==> src/rtl/irq_arb_pkg.sv <==
`timescale 1ns/1ps
package irq_arb_pkg;

  // strobes passed from register control to the datapath
  typedef struct packed {
    logic       prioWr;   // write a priority register
    logic       maskSet;  // write-one-to-set mask
    logic       maskClr;  // write-one-to-clear mask
    logic       rdPrio;   // read selects a priority register
    logic       rdMask;   // read selects the mask
    logic [3:0] regIdx;   // priority register index
  } arbStrobe_t;

endpackage

==> src/rtl/irq_arb_ctrl.sv <==
`timescale 1ns/1ps
module irq_arb_ctrl
  import irq_arb_pkg::*;
#(
  parameter int ADDR_W        = 3,
  parameter int NUM_PRIO_REGS = 2
) (
  input  logic              regWrEn,
  input  logic [ADDR_W-1:0] regAddr,
  output arbStrobe_t        strobe
);

  localparam logic [ADDR_W-1:0] MASK_SET_ADDR = ADDR_W'(NUM_PRIO_REGS);
  localparam logic [ADDR_W-1:0] MASK_CLR_ADDR = ADDR_W'(NUM_PRIO_REGS + 1);

  logic isPrio;

  always_comb begin
    isPrio         = (regAddr < MASK_SET_ADDR);
    strobe.prioWr  = regWrEn && isPrio;
    strobe.maskSet = regWrEn && (regAddr == MASK_SET_ADDR);
    strobe.maskClr = regWrEn && (regAddr == MASK_CLR_ADDR);
    strobe.rdPrio  = isPrio;
    strobe.rdMask  = (regAddr == MASK_SET_ADDR);
    strobe.regIdx  = 4'(regAddr);
  end

endmodule

==> src/rtl/irq_arb_datapath.sv <==
`timescale 1ns/1ps
module irq_arb_datapath
  import irq_arb_pkg::*;
#(
  parameter int NUM_SRC   = 8,
  parameter int LVL_W     = 4,
  parameter int DATA_W    = 16,
  parameter int CODE_W    = 12,
  parameter int CODE_BASE = 'h200,
  parameter int CODE_STEP = 'h20
) (
  input  logic               clk,
  input  logic               rstN,
  input  arbStrobe_t         strobe,
  input  logic [DATA_W-1:0]  wrData,
  output logic [DATA_W-1:0]  rdData,
  input  logic [NUM_SRC-1:0] srcReq,
  input  logic [LVL_W-1:0]   cpuMask,
  output logic               irqReq,
  output logic [LVL_W-1:0]   irqLevel,
  output logic [CODE_W-1:0]  irqCode
);

  localparam int FPR   = DATA_W / LVL_W;
  localparam int IDX_W = (NUM_SRC > 1) ? $clog2(NUM_SRC) : 1;

  logic [NUM_SRC-1:0][LVL_W-1:0] prioLvl;
  logic [NUM_SRC-1:0]            maskBits;
  logic [NUM_SRC-1:0]            levelOn;
  logic [NUM_SRC-1:0]            eligible;

  // priority fields, one per source
  for (genvar i = 0; i < NUM_SRC; i++) begin : g_prio
    always_ff @(posedge clk or negedge rstN) begin
      if (!rstN)
        prioLvl[i] <= '0;
      else if (strobe.prioWr && strobe.regIdx == 4'(i / FPR))
        prioLvl[i] <= wrData[(i % FPR)*LVL_W +: LVL_W];
    end
    assign levelOn[i] = |prioLvl[i];
  end

  // mask: separate set and clear write paths
  always_ff @(posedge clk or negedge rstN) begin
    if (!rstN)
      maskBits <= '1;
    else if (strobe.maskSet)
      maskBits <= maskBits | wrData[NUM_SRC-1:0];
    else if (strobe.maskClr)
      maskBits <= maskBits & ~wrData[NUM_SRC-1:0];
  end

  // read mux
  always_comb begin
    rdData = '0;
    if (strobe.rdMask)
      rdData[NUM_SRC-1:0] = maskBits;
    else if (strobe.rdPrio)
      for (int i = 0; i < NUM_SRC; i++)
        if (strobe.regIdx == 4'(i / FPR))
          rdData[(i % FPR)*LVL_W +: LVL_W] = prioLvl[i];
  end

  assign eligible = srcReq & ~maskBits & levelOn;

  // ascending scan with strict compare: lowest index keeps a tie
  logic [LVL_W-1:0] bestLvl;
  logic [IDX_W-1:0] bestIdx;
  logic             found;
  logic             accept;

  always_comb begin
    bestLvl = '0;
    bestIdx = '0;
    found   = 1'b0;
    for (int i = 0; i < NUM_SRC; i++) begin
      if (eligible[i] && prioLvl[i] > bestLvl) begin
        bestLvl = prioLvl[i];
        bestIdx = IDX_W'(i);
        found   = 1'b1;
      end
    end
    accept = found && (bestLvl > cpuMask);
  end

  always_ff @(posedge clk or negedge rstN) begin
    if (!rstN) begin
      irqReq   <= 1'b0;
      irqLevel <= '0;
      irqCode  <= '0;
    end else begin
      irqReq   <= accept;
      irqLevel <= accept ? bestLvl : '0;
      irqCode  <= accept ? CODE_W'(CODE_BASE) + CODE_W'(bestIdx) * CODE_W'(CODE_STEP) : '0;
    end
  end

endmodule

==> src/rtl/irq_prio_arbiter.sv <==
`timescale 1ns/1ps
module irq_prio_arbiter
  import irq_arb_pkg::*;
#(
  parameter int NUM_SRC   = 8,
  parameter int LVL_W     = 4,
  parameter int DATA_W    = 16,
  parameter int ADDR_W    = 3,
  parameter int CODE_W    = 12,
  parameter int CODE_BASE = 'h200,
  parameter int CODE_STEP = 'h20
) (
  input  logic               clk,
  input  logic               rstN,
  input  logic [NUM_SRC-1:0] srcReq,
  input  logic [LVL_W-1:0]   cpuMask,
  input  logic               regWrEn,
  input  logic [ADDR_W-1:0]  regAddr,
  input  logic [DATA_W-1:0]  regWrData,
  output logic [DATA_W-1:0]  regRdData,
  output logic               irqReq,
  output logic [LVL_W-1:0]   irqLevel,
  output logic [CODE_W-1:0]  irqCode
);

  localparam int FPR           = DATA_W / LVL_W;
  localparam int NUM_PRIO_REGS = (NUM_SRC + FPR - 1) / FPR;

  arbStrobe_t strobe;

  irq_arb_ctrl #(
    .ADDR_W        (ADDR_W),
    .NUM_PRIO_REGS (NUM_PRIO_REGS)
  ) ctrl_i (
    .regWrEn (regWrEn),
    .regAddr (regAddr),
    .strobe  (strobe)
  );

  irq_arb_datapath #(
    .NUM_SRC   (NUM_SRC),
    .LVL_W     (LVL_W),
    .DATA_W    (DATA_W),
    .CODE_W    (CODE_W),
    .CODE_BASE (CODE_BASE),
    .CODE_STEP (CODE_STEP)
  ) dp_i (
    .clk      (clk),
    .rstN     (rstN),
    .strobe   (strobe),
    .wrData   (regWrData),
    .rdData   (regRdData),
    .srcReq   (srcReq),
    .cpuMask  (cpuMask),
    .irqReq   (irqReq),
    .irqLevel (irqLevel),
    .irqCode  (irqCode)
  );

endmodule

==> config.mk <==
export PLATFORM = sky130hd
export DESIGN_NAME = irq_prio_arbiter
export DESIGN_NICKNAME = d
export VERILOG_FILES = /design/src/rtl/irq_arb_pkg.sv /design/src/rtl/irq_arb_ctrl.sv /design/src/rtl/irq_arb_datapath.sv /design/src/rtl/irq_prio_arbiter.sv
export SDC_FILE = /design/constraint.sdc
export NUM_CORES = 1
export LEC_CHECK = 0
export BUFFER_PORTS_ARGS = -buffer_cell sky130_fd_sc_hd__buf_4
export CORE_AREA = 2 2 85 87
export DETAILED_ROUTE_END_ITERATION = 6
export DIE_AREA = 0 0 87 89
export PLACE_DENSITY = 0.8
export SETUP_SLACK_MARGIN = 0.3
export SYNTH_ARGS = -nofsm -noshare
export SYNTH_HDL_FRONTEND = slang
export SYNTH_SLANG_ARGS = --single-unit
==> constraint.sdc <==
create_clock -name clk -period 12.7 [get_ports clk]
set_input_delay 2.54 -clock clk [delete_from_list [all_inputs] [get_ports clk]]
set_output_delay 2.54 -clock clk [all_outputs]
set_load 0.01 [all_outputs]
---- Word-level counts from Yosys, hierarchy flattened ----
Cells that the tools add are included.
word-level totals
  output and inout port bits .............. 33
  bits of input ports ..................... 34
  register bits ........................... 57
operators by class
  magnitude comparators ................... 10
  reduce and logical (&&, ||, !) cells .... 24
  $add $sub $neg .......................... 1
  multiplexer cells ....................... 38
  equality and inequality tests ........... 3
  bitwise gates (word level) .............. 6
operator list
  kind                   number
  $mux 4                 17
  $gt 4x4->1             8
  $mux 8                 4
  $reduce_or 4->1        8
  $and 8x8->8            3
  $mux 16                1
  $not 8->8              2
  $logic_and 1x1->1      14
  $mux 12                1
  $mux 3                 4
  $add 10x8->11 const A  1
  $mux 1                 9
  $or 8x8->8             1
  $eq 3x2->1 const B     2
  $gt 4x1->1 const B     1
  $logic_not 4->1        1
  $mux 2                 2
  $eq 3x1->1 const B     1
  $lt 3x2->1 const B     1
  $reduce_bool 2->1      1

---- Longest topological paths before layout ----
Gate-level depths: netlist (run 1).
  depth after elaboration ................. 29
  gate-level depth with buffers ........... 70
  gate-level depth less buffers ........... 68

---- By module ----
A second synthesis (run 1) with hierarchy kept.
second synthesis, totals
  cells, all modules ...................... 412
  area total of the unflattened synthesis .. 3881.2 um^2
by module, submodules not included
  module            cells each  area each (um^2)  instances
  irq_arb_datapath  401         3797.4            1
  irq_arb_ctrl      11          83.8              1

---- Worst setup path before layout (run 1) ----
OpenSTA, ideal clock, no wires.
  path kind ............................... input to register
  start ................................... input srcReq[0]
  end ..................................... register dp_i.irqLevel[0]
  data arrival time ....................... 13.367 ns
  cell stages on the path ................. 64
  slack ................................... -0.733 ns
  cells stage by stage .................... nor2b_1 > and2_0 > inv_1 > ha_1 > nand4_1 > nand2_1 > a211oi_1 > nand2_1 > o21ai_0 > inv_1 > ha_1 > and3_2 > o21ai_0 > o221a_2 > mux2_2 > inv_1 > ha_1 > a21o_1 > [28 not listed] > o22ai_1 > ha_1 > nor2b_1 > o21ai_0 > nand2b_1 > a21oi_1 > or3_1 > clkbuf_1 > nand2_1 > o31a_1 > ha_1 > nor2b_1 > o21ai_0 > nand2b_1 > a21oi_1 > a41o_1 > a31oi_2 > o311a_1
between the ends
  longest elaborated chain between the ends .. 28
  elaborated cells between the ends (all ways) .. 36
  classes of those cells .................. 8 x order compare; 17 x mux; 2 x bitwise; 9 x reduce/logical
ends and longest elaborated chain
  element                       RTL line                text
  start, declared               irq_prio_arbiter.sv:15  input logic [NUM_SRC-1:0] srcReq,
  $and 8x8->8 (*) (2 in a row)  irq_arb_datapath.sv:64  assign eligible = srcReq & ~maskBits & levelOn;
  $logic_and 1x1->1 (*)         irq_arb_datapath.sv:77  if (eligible[i] && prioLvl[i] > bestLvl) begin
  $mux 4                        irq_arb_datapath.sv:77
  $gt 4x4->1                    irq_arb_datapath.sv:77
  $logic_and 1x1->1             irq_arb_datapath.sv:77
  $mux 4                        irq_arb_datapath.sv:77
  $gt 4x4->1                    irq_arb_datapath.sv:77
  $logic_and 1x1->1             irq_arb_datapath.sv:77
  [12 not listed]               --
  $mux 4                        irq_arb_datapath.sv:77
  $gt 4x4->1                    irq_arb_datapath.sv:77
  $logic_and 1x1->1             irq_arb_datapath.sv:77
  $mux 4                        irq_arb_datapath.sv:77
  $gt 4x4->1                    irq_arb_datapath.sv:83  accept = found && (bestLvl > cpuMask);
  $logic_and 1x1->1 (*)         irq_arb_datapath.sv:83
  via dp_i.accept               irq_arb_datapath.sv:70  logic accept;
  $mux 4 (*)                    irq_arb_datapath.sv:93  irqLevel <= accept ? bestLvl : '0;
  end signal, assigned          irq_arb_datapath.sv:93
  end, declared                 irq_arb_datapath.sv:20  output logic [LVL_W-1:0] irqLevel,
The timed path passes the listed nets; every way through them passes the cells marked *.
A chain may end at the register's enable or synchronous reset.

---- Worst setup path in the final report (run 1) ----
Same ends and word-level chain as after synthesis.

==> out/metrics.yaml, run 1 <==
netlist_instances: 432
postRouteAntennaNets: 0
cts_hold_buf: 0
diodes: 0
status: "finished, violations left"
initial_core_util: 0.5695
clk_pin_slew_ns: 0.10
grt_usage: 0.3032
grt_overflow: 0
vias: 3951
final_hold_viol_count: 0
drc: 0
synth.distinct_cells: 68
cts_made_buffers: 5
slew_headroom: 0.4644
cpMostUsedCell: "ha_4"
fillers: 401
dp_hpwl_mm: 8.241
layout_common_cells: "127 x buf_4, 40 x dfrtp_1, 38 x nand2_1"
power_density_mw_per_mm2: 239.3
layout_commonest_cell: "buf_4"
antenna_found_initial: 0
place_congestion: 0.9176
final_util: 0.7998
yosys_warnings: 0
grt_pass1_wl_mm: 18.22
crit_path_end_kind: "flip-flop"
drtPass1Iterations: 5
rsz0062_at_grt: "true"
clkLatencyLatePin_ns: 0.32
p_leak_uw: 0.002438
yosysSeqAreaShare: 0.3165
io_buffers: 58
area_growth_pct: 40.45
ys_async_sr_fraction: 1.000
slowest_delay_ns: 0.45
syn_avg_cell_area_um2: 8.857
ios: 67
nets: 614
wl_mm: 12.72
drive_gt1_frac: 0.4792
arrival_ns: 13.79
multi_input_area_mm2: 0.002848
seq_area_mm2: 0.001211
die_area_mm2: 0.007743
root_buffer: "clkbuf_8"
period_share: 1.066
worst_pin_slew_ns: 0.8000
synth_edf_count: 0
final_cell_area_mm2: 0.005374
tritoncts: "yes"
max_freq_mhz: 73.87
peakVddDrop_mv: 0.1102
crit_type: "input pin to flip-flop"
netlist_area_mm2: 0.003826
drv_cap: 0
setup_viol_count_final: 8
coreArea_mm2: 0.006719
wl_per_cell_um: 20.10
grt_pass1_vias: 3839
via_per_inst: 6.242
h-tree-depth: 2
drt_iter0_markers: 328
required_ns: 12.95
fin_worst_skew_ns: 0.006575
synth-main-ff-cell: "dfrtp_1"
startpoint_type: "input pin"
clk_path_buf_depth: 2
violations: "setup timing"
layout_min_cycle_time_ns: 13.54
worstPathMaxFanout: 7
slew_violations: 0
die_w_um: 87
cpMaxStageDelayCell: "or3_4"
row_count: 30
placed_area_mm2: 0.004787
ys_seq_elements: 48
finalWorstSetupSlack_ns: -0.8378
clock-sinks: 48
die_h_um: 89
hp-class: "flip-flop to flip-flop"
grt_max_degree: 49
kinds of logic after synthesis:
| kind of cell | Yosys count | share of synthesized area |
|---|---|---|
| mux | 46 | 0.1321 |
| buf+inv | 56 | 0.06573 |
| compound gates | 107 | 0.1965 |
| other cells | 1 | 0.0009801 |
| simple gates | 146 | 0.1965 |
| fa+ha+maj | 28 | 0.09156 |
| flops | 48 | 0.3165 |
path summary, 6_finish.rpt:
kind / startpoint / endpoint / slack [ns] / cells past startpoint
max in group asynchronous: rstN / dp_i.prioLvl[0]$_DFFE_PN0P_ / 10.04 / 1
worst min register to register: flip-flop / flip-flop / 0.50 / 2
worst max-delay path: srcReq[0] / dp_i.irqLevel[0]$_DFF_PN0_ / -0.84 / 65
worst min-delay path: flip-flop / flip-flop / 0.50 / 2
min in group asynchronous: rstN / dp_i.prioLvl[30]$_DFFE_PN0P_ / 2.22 / 1
worst max register to register: flip-flop / dp_i.irqLevel[0]$_DFF_PN0_ / 0.98 / 64
metal layers:
| metal | vias to the layer above | wire [um] | part of all wire | global-route usage |
|---|---|---|---|---|
| met5 | - | 0 | 0 | 0 |
| li1 | 1784 | - | - | - |
| met1 | 1908 | 4958 | 0.39 | 0.3627 |
| met3 | 39 | 967 | 0.076 | 0.04247 |
| met2 | 220 | 6352 | 0.50 | 0.5538 |
| met4 | 0 | 444 | 0.035 | 0.1122 |
stage by stage:
stage	setup slack [ns]	power [uW]	TNS [ns]	hold WS (ns)	instances
after global routing	-1.233	1354	-9.458	0.5365	633
final	-0.8378	1286	-6.426	0.4996	633
after floorplan	0.1821	693.7	0	0.4617	439
after detailed placement	-0.6996	934.4	-5.007	0.4876	599
after CTS	0.02740	1139	0	0.5030	622
after global placement	-0.3122	906.3	-2.009	0.4772	599
worst max-delay path: cells and delay by family:
| family | cells | cell delay, ns |
|---|---|---|
| adders and majority gates | 8 | 2.07 |
| and+or+nand+nor | 21 | 3.38 |
| muxes | 2 | 0.70 |
| buffers and inverters | 7 | 0.57 |
| AOI/OAI and AO/OA | 27 | 4.48 |
area by class of cell:
type,instances,area share
clock buffer,6,0.01537
multi-input combinational,335,0.5299
clock inverter,2,0.002794
sequential,48,0.2254
inverter,31,0.02212
timing repair buffer,131,0.1858
tap,80,0.01863
repair_timing:
| item | in CTS | in global routing |
|---|---|---|
| buffers inserted | 15 | 11 |
| pin swaps | 14 | 32 |
| gates resized for setup | 37 | 25 |
| gates cloned | 0 | 0 |
| endpoints found under the setup margin | 8 | 8 |
synthesized netlist by cell type, types with 3 or more instances:
master | instances | area share
a211oi_1 | 4 | 0.0078
a21oi_1 | 23 | 0.030
a31oi_1 | 3 | 0.0049
and2_1 | 8 | 0.013
buf_4 | 9 | 0.018
clkbuf_1 | 15 | 0.015
dfrtp_1 | 40 | 0.26
dfstp_2 | 8 | 0.055
ha_1 | 28 | 0.092
inv_1 | 31 | 0.030
mux2_2 | 26 | 0.077
mux2i_1 | 16 | 0.042
nand2_1 | 44 | 0.043
nand2b_1 | 4 | 0.0065
nand3_1 | 5 | 0.0065
nand3b_1 | 4 | 0.0078
nand4_1 | 4 | 0.0065
nor2_1 | 39 | 0.038
nor2b_1 | 8 | 0.013
nor3b_1 | 4 | 0.0078
nor4_1 | 4 | 0.0065
o21a_1 | 5 | 0.0098
o21ai_0 | 34 | 0.044
o311a_1 | 3 | 0.0078
o31a_1 | 3 | 0.0069
or3_1 | 4 | 0.0065
where the power goes:
part	switching, uW	total [uW]	internal, uW
sequential	51.2	242	191
clock	58.9	103	44.2
combinational	455	941	486
total	565	1290	721
(Power assumes the default switching activity.)
==> inputs of run 2 (changes only) <==
- SKIP_CTS_REPAIR_TIMING: not set -> 1
==> run 2 against run 1 <==
Effect of this change:
- the run still ends with setup timing left
- total power down 4.1%
- worst setup slack better by 0.15 ns
- utilization decreased by 1.5 points
- critical path depth fell by 2
- die area is the same
- via count fell by 3.0%
- clock skew increased by 0.00062 ns
- cell area is 1.9% lower
- clock power hardly changed
- highest routed layer unchanged
==> out/metrics.yaml, run 2 (synthesis gave the netlist of run 1 again) <==
slew_headroom: 0.4701  # +0.005762
period_share: 1.054  # -0.01213
ios: 67  # unchanged
drt_iter0_markers: 249  # -24%
wl_per_cell_um: 19.43  # -3.3%
drtPass1Iterations: 5  # unchanged
clkPwrFrac: 0.084  # +0.004
clk_pin_slew_ns: 0.10  # about the same
finalWorstSetupSlack_ns: -0.6838  # +0.1540 ns
power_density_mw_per_mm2: 234.0  # -2.2%
grt_usage: 0.2882  # -0.01500
cpMaxStageDelayCell: "or3_4"
die_h_um: 89  # unchanged
drive_gt1_frac: 0.4576  # -0.02164
slew_violations: 0  # unchanged
seqPwrFrac: 0.196  # +0.008
coreArea_mm2: 0.006719  # unchanged
worstPathMaxFanout: 7  # unchanged
rsz0062_at_grt: "true"
setup_viol_count_final: 8  # unchanged
final_hold_viol_count: 0  # unchanged
fin_worst_skew_ns: 0.007197  # +0.0006216 ns
wl_mm: 12.09  # -5.0%
layout_common_cells: "118 x buf_4, 40 x nand2_1, 40 x dfrtp_1"
dp_slack_ns: -0.6996  # unchanged
r2r-end: "dp_i.irqLevel[0]$_DFF_PN0_"
h-tree-depth: 2  # unchanged
grt_max_degree: 49  # unchanged
nets: 603  # -1.8%
hold_path_depth: 2  # unchanged
p_leak_uw: 0.002384  # -2.2%
final_cell_area_mm2: 0.005270  # -1.9%
use_met1: 0.3565  # -0.006218
required_ns: 12.95  # about the same
rr_worst_depth: 62  # -3.1%
dp_hpwl_mm: 8.241  # unchanged
holdWs_ns: 0.4985  # -0.001062 ns
postRouteAntennaNets: 0  # unchanged
hp-class: "flip-flop to flip-flop"
initial_core_util: 0.5695  # unchanged
cpMostUsedCell: "ha_4"
slowest_delay_ns: 0.43  # -0.02 ns
clkLatencyLatePin_ns: 0.32  # about the same
placed_area_mm2: 0.004787  # unchanged
worst_pin_slew_ns: 0.7914  # -0.008605 ns
clock-sinks: 48  # unchanged
cts_made_buffers: 5  # unchanged
gr-max-usage-layer: "met2"
grt_pass1_wl_mm: 17.35  # -4.7%
peakVddDrop_mv: 0.09146  # -17%
rrSetupSlack_ns: 1.11  # +0.13 ns
die_area_mm2: 0.007743  # unchanged
crit_path_end_kind: "flip-flop"
violations: "setup timing"
crit_type: "input pin to flip-flop"
tritoncts: "yes"
switching_share: 0.4379  # -0.001502
via_per_inst: 6.164  # -1.2%
drc: 0  # unchanged
startpoint_type: "input pin"
layout_min_cycle_time_ns: 13.38  # -0.1540 ns
grt_pass1_vias: 3604  # -6.1%
grt_overflow: 0  # unchanged
io_buffers: 58  # unchanged
root_buffer: "clkbuf_8"
use_met3: 0.04063  # -0.001847
cp_num_buf_inv: 7  # unchanged
p_switching_uw: 540.0  # -4.5%
combPwrFrac: 0.720  # -0.011
diodes: 0  # unchanged
die_w_um: 87  # unchanged
place_congestion: 0.9176  # unchanged
antenna_found_initial: 0  # unchanged
crit_family: "compound AO/OA/AOI/OAI gates"
max_freq_mhz: 74.72  # +1.2%
arrival_ns: 13.64  # -0.15 ns
row_count: 30  # unchanged
clk_path_buf_depth: 2  # unchanged
globalRouteMet2Util: 0.5226  # -0.03123
area_growth_pct: 37.74
fin_total_pwr_uw: 1233  # -4.1%
vias: 3834  # -3.0%
status: "finished, violations left"
layout_commonest_cell: "buf_4"
intPower_uw: 693.1  # -3.9%
drv_cap: 0  # unchanged
## run 2: cell types whose count changed in the layout (fill, tap and decap cells not counted), moves of 2 or more
cell / previous run / this run
buf_4: 127 / 118
buf_6: 4 / 2
nand2_1: 38 / 40
nand2_2: 6 / 4
nor2_1: 34 / 37
nor2_2: 4 / 1
## run 2: through the flow
stage	setup TNS [ns]	util	cells
6_report	-5.167	0.7844	622
5_1_grt	-8.953	0.7844	622
4_1_cts	-2.949	0.7270	607
3_5_place_dp	-5.007	0.7125	599
3_3_place_gp	-2.009	0.7125	599
2_1_floorplan	0	-	439
## run 2: worst max path at each step
stage / start / slack, ns / endpoint / cells after the start
2_1_floorplan: srcReq[0] / 0.18 / dp_i.irqLevel[0]$_DFF_PN0_ / 61
3_3_place_gp: srcReq[0] / -0.31 / dp_i.irqLevel[0]$_DFF_PN0_ / 61
6_report: srcReq[0] / -0.68 / dp_i.irqLevel[0]$_DFF_PN0_ / 63
4_1_cts: srcReq[0] / -0.44 / dp_i.irqLevel[0]$_DFF_PN0_ / 64
5_1_grt: srcReq[0] / -1.16 / dp_i.irqLevel[0]$_DFF_PN0_ / 65
3_5_place_dp: srcReq[0] / -0.70 / dp_i.irqLevel[0]$_DFF_PN0_ / 64
## run 2: area by class of cell
type | instances | area [um^2]
multi-input cells | 335 | 2834
fillers | 440 | 1449
flip-flops and latches | 48 | 1211
repair buffers | 120 | 908.4
inverters | 31 | 118.9
well taps | 80 | 100.1
clock buffers | 6 | 82.58
clock inverters | 2 | 15.01
## run 2: worst register-to-register path: cells and delay by family, from the launching register on
| kind | cells | cell delay (ns) |
|---|---|---|
| adder cells (fa/ha/maj) | 8 | 2.04 |
| buffers and inverters | 6 | 0.45 |
| AND/OR/NAND/NOR | 21 | 3.27 |
| multiplexers | 3 | 0.88 |
| flip-flops | 1 | 0.58 |
| AO/OA/AOI/OAI | 24 | 4.29 |
## run 2: per-layer routing
metal	share of wire	wire length [um]
met5	0	0
met2	0.50	5997
met4	0.023	276
met3	0.072	873
met1	0.41	4939
## run 2: power groups by stage
stage | logic, uW | clock network (uW) | registers (uW)
after floorplan | 470 | 0 | 224
after global placement | 668 | 0 | 238
after detailed placement | 695 | 0 | 239
after CTS | 700 | 105 | 236
after global routing | 952 | 110 | 246
final | 888 | 103 | 241
==> inputs of run 3 (changes only) <==
- ABC_AREA: not set -> 1
- CORE_AREA: 2 2 85 87 -> 2 2 100 102
- DIE_AREA: 0 0 87 89 -> 0 0 102 104
- PLACE_DENSITY: 0.8 -> not set
==> run 3 against run 2 <==
Effect of this change:
- count of clock-buffer cells in the layout did not move
- the run now ends clean
- largest power group unchanged
- highest routed layer unchanged
- maximum frequency rose by 17%
- sequential share of layout area rose by 5.0 points
- worst setup slack improved by 1.9 ns
- synthesized area fell by 3.5%
- flip-flop and latch count did not move
- sequential power fell by 8.3%
- critical path type unchanged
- critical path depth rose by 5
- routed wire length fell by 18%
- hold slack got worse by 0.0042 ns
- via count fell by 11%
==> out/metrics.yaml, run 3 <==
layout_commonest_cell: "nand2_1"
syn_avg_cell_area_um2: 7.341  # -17%
netlist_area_mm2: 0.003692  # -3.5%
vias: 3396  # -11%
coreArea_mm2: 0.009549  # +42%
status: "completed"
synth_top_area_frac: 0.2711  # +0.009486
clkLatencyLatePin_ns: 0.30  # -0.02 ns
netlist_instances: 503  # +16%
synth-simple-area-share: 0.3290  # +0.1325
clkPwrFrac: 0.125  # +0.041
required_ns: 12.94  # about the same
antenna_found_initial: 0  # unchanged
crit_path_end_kind: "flip-flop"
initial_core_util: 0.3867  # -0.1828
max_freq_mhz: 87.41  # +17%
grt_max_degree: 49  # unchanged
slowest_delay_ns: 0.40  # -0.03 ns
cpMaxStageDelayCell: "o21ai_0"
nets: 619  # +2.7%
layout_min_cycle_time_ns: 11.44  # -1.943 ns
synth.most_common_cell: "nand2_1"
ys_seq_elements: 48  # unchanged
intPower_uw: 477.5  # -31%
via_per_inst: 4.915  # -20%
yosysSeqAreaShare: 0.3280  # +0.01148
drv_cap: 0  # unchanged
synth_compound_area_frac: 0.1352  # -0.06133
fillers: 1025  # +130%
power_density_mw_per_mm2: 217.9  # -6.9%
finalWorstSetupSlack_ns: 1.259  # +1.943 ns
rsz0062_at_grt: "false"
grt_pass1_vias: 3259  # -9.6%
wl_mm: 9.968  # -18%
die_w_um: 102  # +17%
row_count: 36  # +20%
switching_share: 0.4942  # +0.05623
root_buffer: "clkbuf_8"
clock-sinks: 48  # unchanged
p_leak_uw: 0.002318  # -2.7%
synth-xor-area-share: 0  # unchanged
fin_worst_skew_ns: 0.005390  # -0.001806 ns
worst_pin_slew_ns: 1.101  # +0.3097 ns
hp-class: "flip-flop to flip-flop"
dp_slack_ns: 1.043  # +1.742 ns
crit_type: "input pin to flip-flop"
synth-main-ff-cell: "dfrtp_1"
postRouteAntennaNets: 0  # unchanged
worstPathMaxFanout: 11  # +4
grt_pass1_wl_mm: 16.22  # -6.5%
drc: 0  # unchanged
clk_path_buf_depth: 2  # unchanged
cpMostUsedCell: "nand2_1"
startpoint_type: "input pin"
synthTopCellsByCount: "124 x nand2_1, 79 x inv_1, 54 x o21ai_0"
grt_usage: 0.1934  # -0.09484
synth_mux_area_frac: 0  # -0.1321
place_congestion: 0.9382  # +2.2%
peakVddDrop_mv: 0.07979  # -13%
io_buffers: 58  # unchanged
wl_per_cell_um: 14.43  # -26%
ys_async_sr_fraction: 1.000  # unchanged
seqPwrFrac: 0.235  # +0.039
setup_viol_count_final: 0  # -8
diodes: 0  # unchanged
drt_iter0_markers: 145  # -42%
combPwrFrac: 0.640  # -0.080
ios: 67  # unchanged
arrival_ns: 11.68  # -1.96 ns
drive_gt1_frac: 0.2186  # -0.2389
grt_overflow: 0  # unchanged
clk_pin_slew_ns: 0.09  # about the same
yosysTopAreaCell: "dfrtp_1"
die_h_um: 104  # +17%
h-tree-depth: 2  # unchanged
final_cell_area_mm2: 0.004333  # -18%
synth.distinct_cells: 34  # -50%
final_hold_viol_count: 0  # unchanged
period_share: 0.9008  # -0.1530
drtPass1Iterations: 4  # -1
area_growth_pct: 17.35
synthAdderAreaFrac: 0.09488  # +0.003320
synth_edf_count: 0  # unchanged
layout_common_cells: "124 x nand2_1, 79 x inv_1, 58 x buf_4"
synthTopCellsByArea: "dfrtp_1 27%, nand2_1 13%, ha_1 9.5%"
die_area_mm2: 0.01061  # +37%
synth_top_family_by_area: "simple AND/OR/NAND/NOR gates"
cts_made_buffers: 5  # unchanged
setup_tns_ns: 0  # +5.167 ns
slew_violations: 0  # unchanged
slew_headroom: 0.2603  # -0.2098
yosys_warnings: 0  # unchanged
p_switching_uw: 466.5  # -14%
dp_hpwl_mm: 8.152  # -1.1%
placed_area_mm2: 0.004212  # -12%
tritoncts: "yes"
==> run 3: cell type report <==
cell class | count | area [um^2] | area share
well taps | 133 | 166.4 | 0.03841
clock inverters | 2 | 38.79 | 0.008952
repair buffers | 58 | 435.4 | 0.1005
inverters | 81 | 304.0 | 0.07017
flip-flops and latches | 48 | 1211 | 0.2795
multi-input cells | 363 | 2095 | 0.4834
clock buffers | 6 | 82.58 | 0.01906
==> run 3: through the flow <==
step / instances / hold WS (ns) / total power [uW] / util
final: 691 / 0.4943 / 944.0 / 0.4537
after global routing: 691 / 0.5388 / 1044 / 0.4537
after CTS: 691 / 0.4970 / 946.4 / 0.4537
after detailed placement: 683 / 0.4732 / 825.1 / 0.4410
after global placement: 683 / 0.4694 / 807.5 / 0.4410
after floorplan: 510 / 0.4530 / 690.6 / -
==> run 3: cell families (layout without fill, tap and decap cells) <==
kind of cell    after synthesis  after routing
buf+inv                      99            147
fa+ha+maj                    28             28
other cells                   1              8
compound gates               88             88
flops                        48             48
simple gates                239            239
==> run 3: layer usage <==
metal | GRT usage | up-vias | routed length (um)
li1 | - | 1728 | -
met1 | 0.2739 | 1574 | 4749
met2 | 0.3073 | 80 | 4573
met3 | 0.03226 | 14 | 451
met4 | 0.04476 | 0 | 195
met5 | 0 | - | 0
==> run 3: path summary, 6_finish.rpt <==
path | start | end | cells after the start | slack [ns]
worst min register to register | dp_i.prioLvl[20]$_DFFE_PN0P_ | dp_i.prioLvl[20]$_DFFE_PN0P_ | 2 | 0.49
max in group asynchronous | rstN | dp_i.prioLvl[10]$_DFFE_PN0P_ | 1 | 10.05
worst min-delay path | dp_i.prioLvl[20]$_DFFE_PN0P_ | dp_i.prioLvl[20]$_DFFE_PN0P_ | 2 | 0.49
worst max-delay path | srcReq[0] | dp_i.irqLevel[0]$_DFF_PN0_ | 68 | 1.26
worst max register to register | dp_i.prioLvl[3]$_DFFE_PN0P_ | dp_i.irqLevel[0]$_DFF_PN0_ | 66 | 3.12
min in group asynchronous | rstN | dp_i.prioLvl[12]$_DFFE_PN0P_ | 1 | 2.24
==> run 3: worst max-delay path, delay by kind of cell <==
kind | cells | cell delay [ns]
adder cells (fa/ha/maj) | 8 | 2.49
AND/OR/NAND/NOR | 36 | 3.92
buffers and inverters | 13 | 0.93
AO/OA/AOI/OAI | 11 | 1.77
==> run 3: power by group through the flow <==
stage / registers [uW] / logic (uW) / clock network [uW]
3_5_place_dp: 223 / 602 / 0
2_1_floorplan: 210 / 480 / 0
6_report: 221 / 604 / 118
4_1_cts: 221 / 605 / 121
5_1_grt: 225 / 692 / 127
3_3_place_gp: 224 / 584 / 0
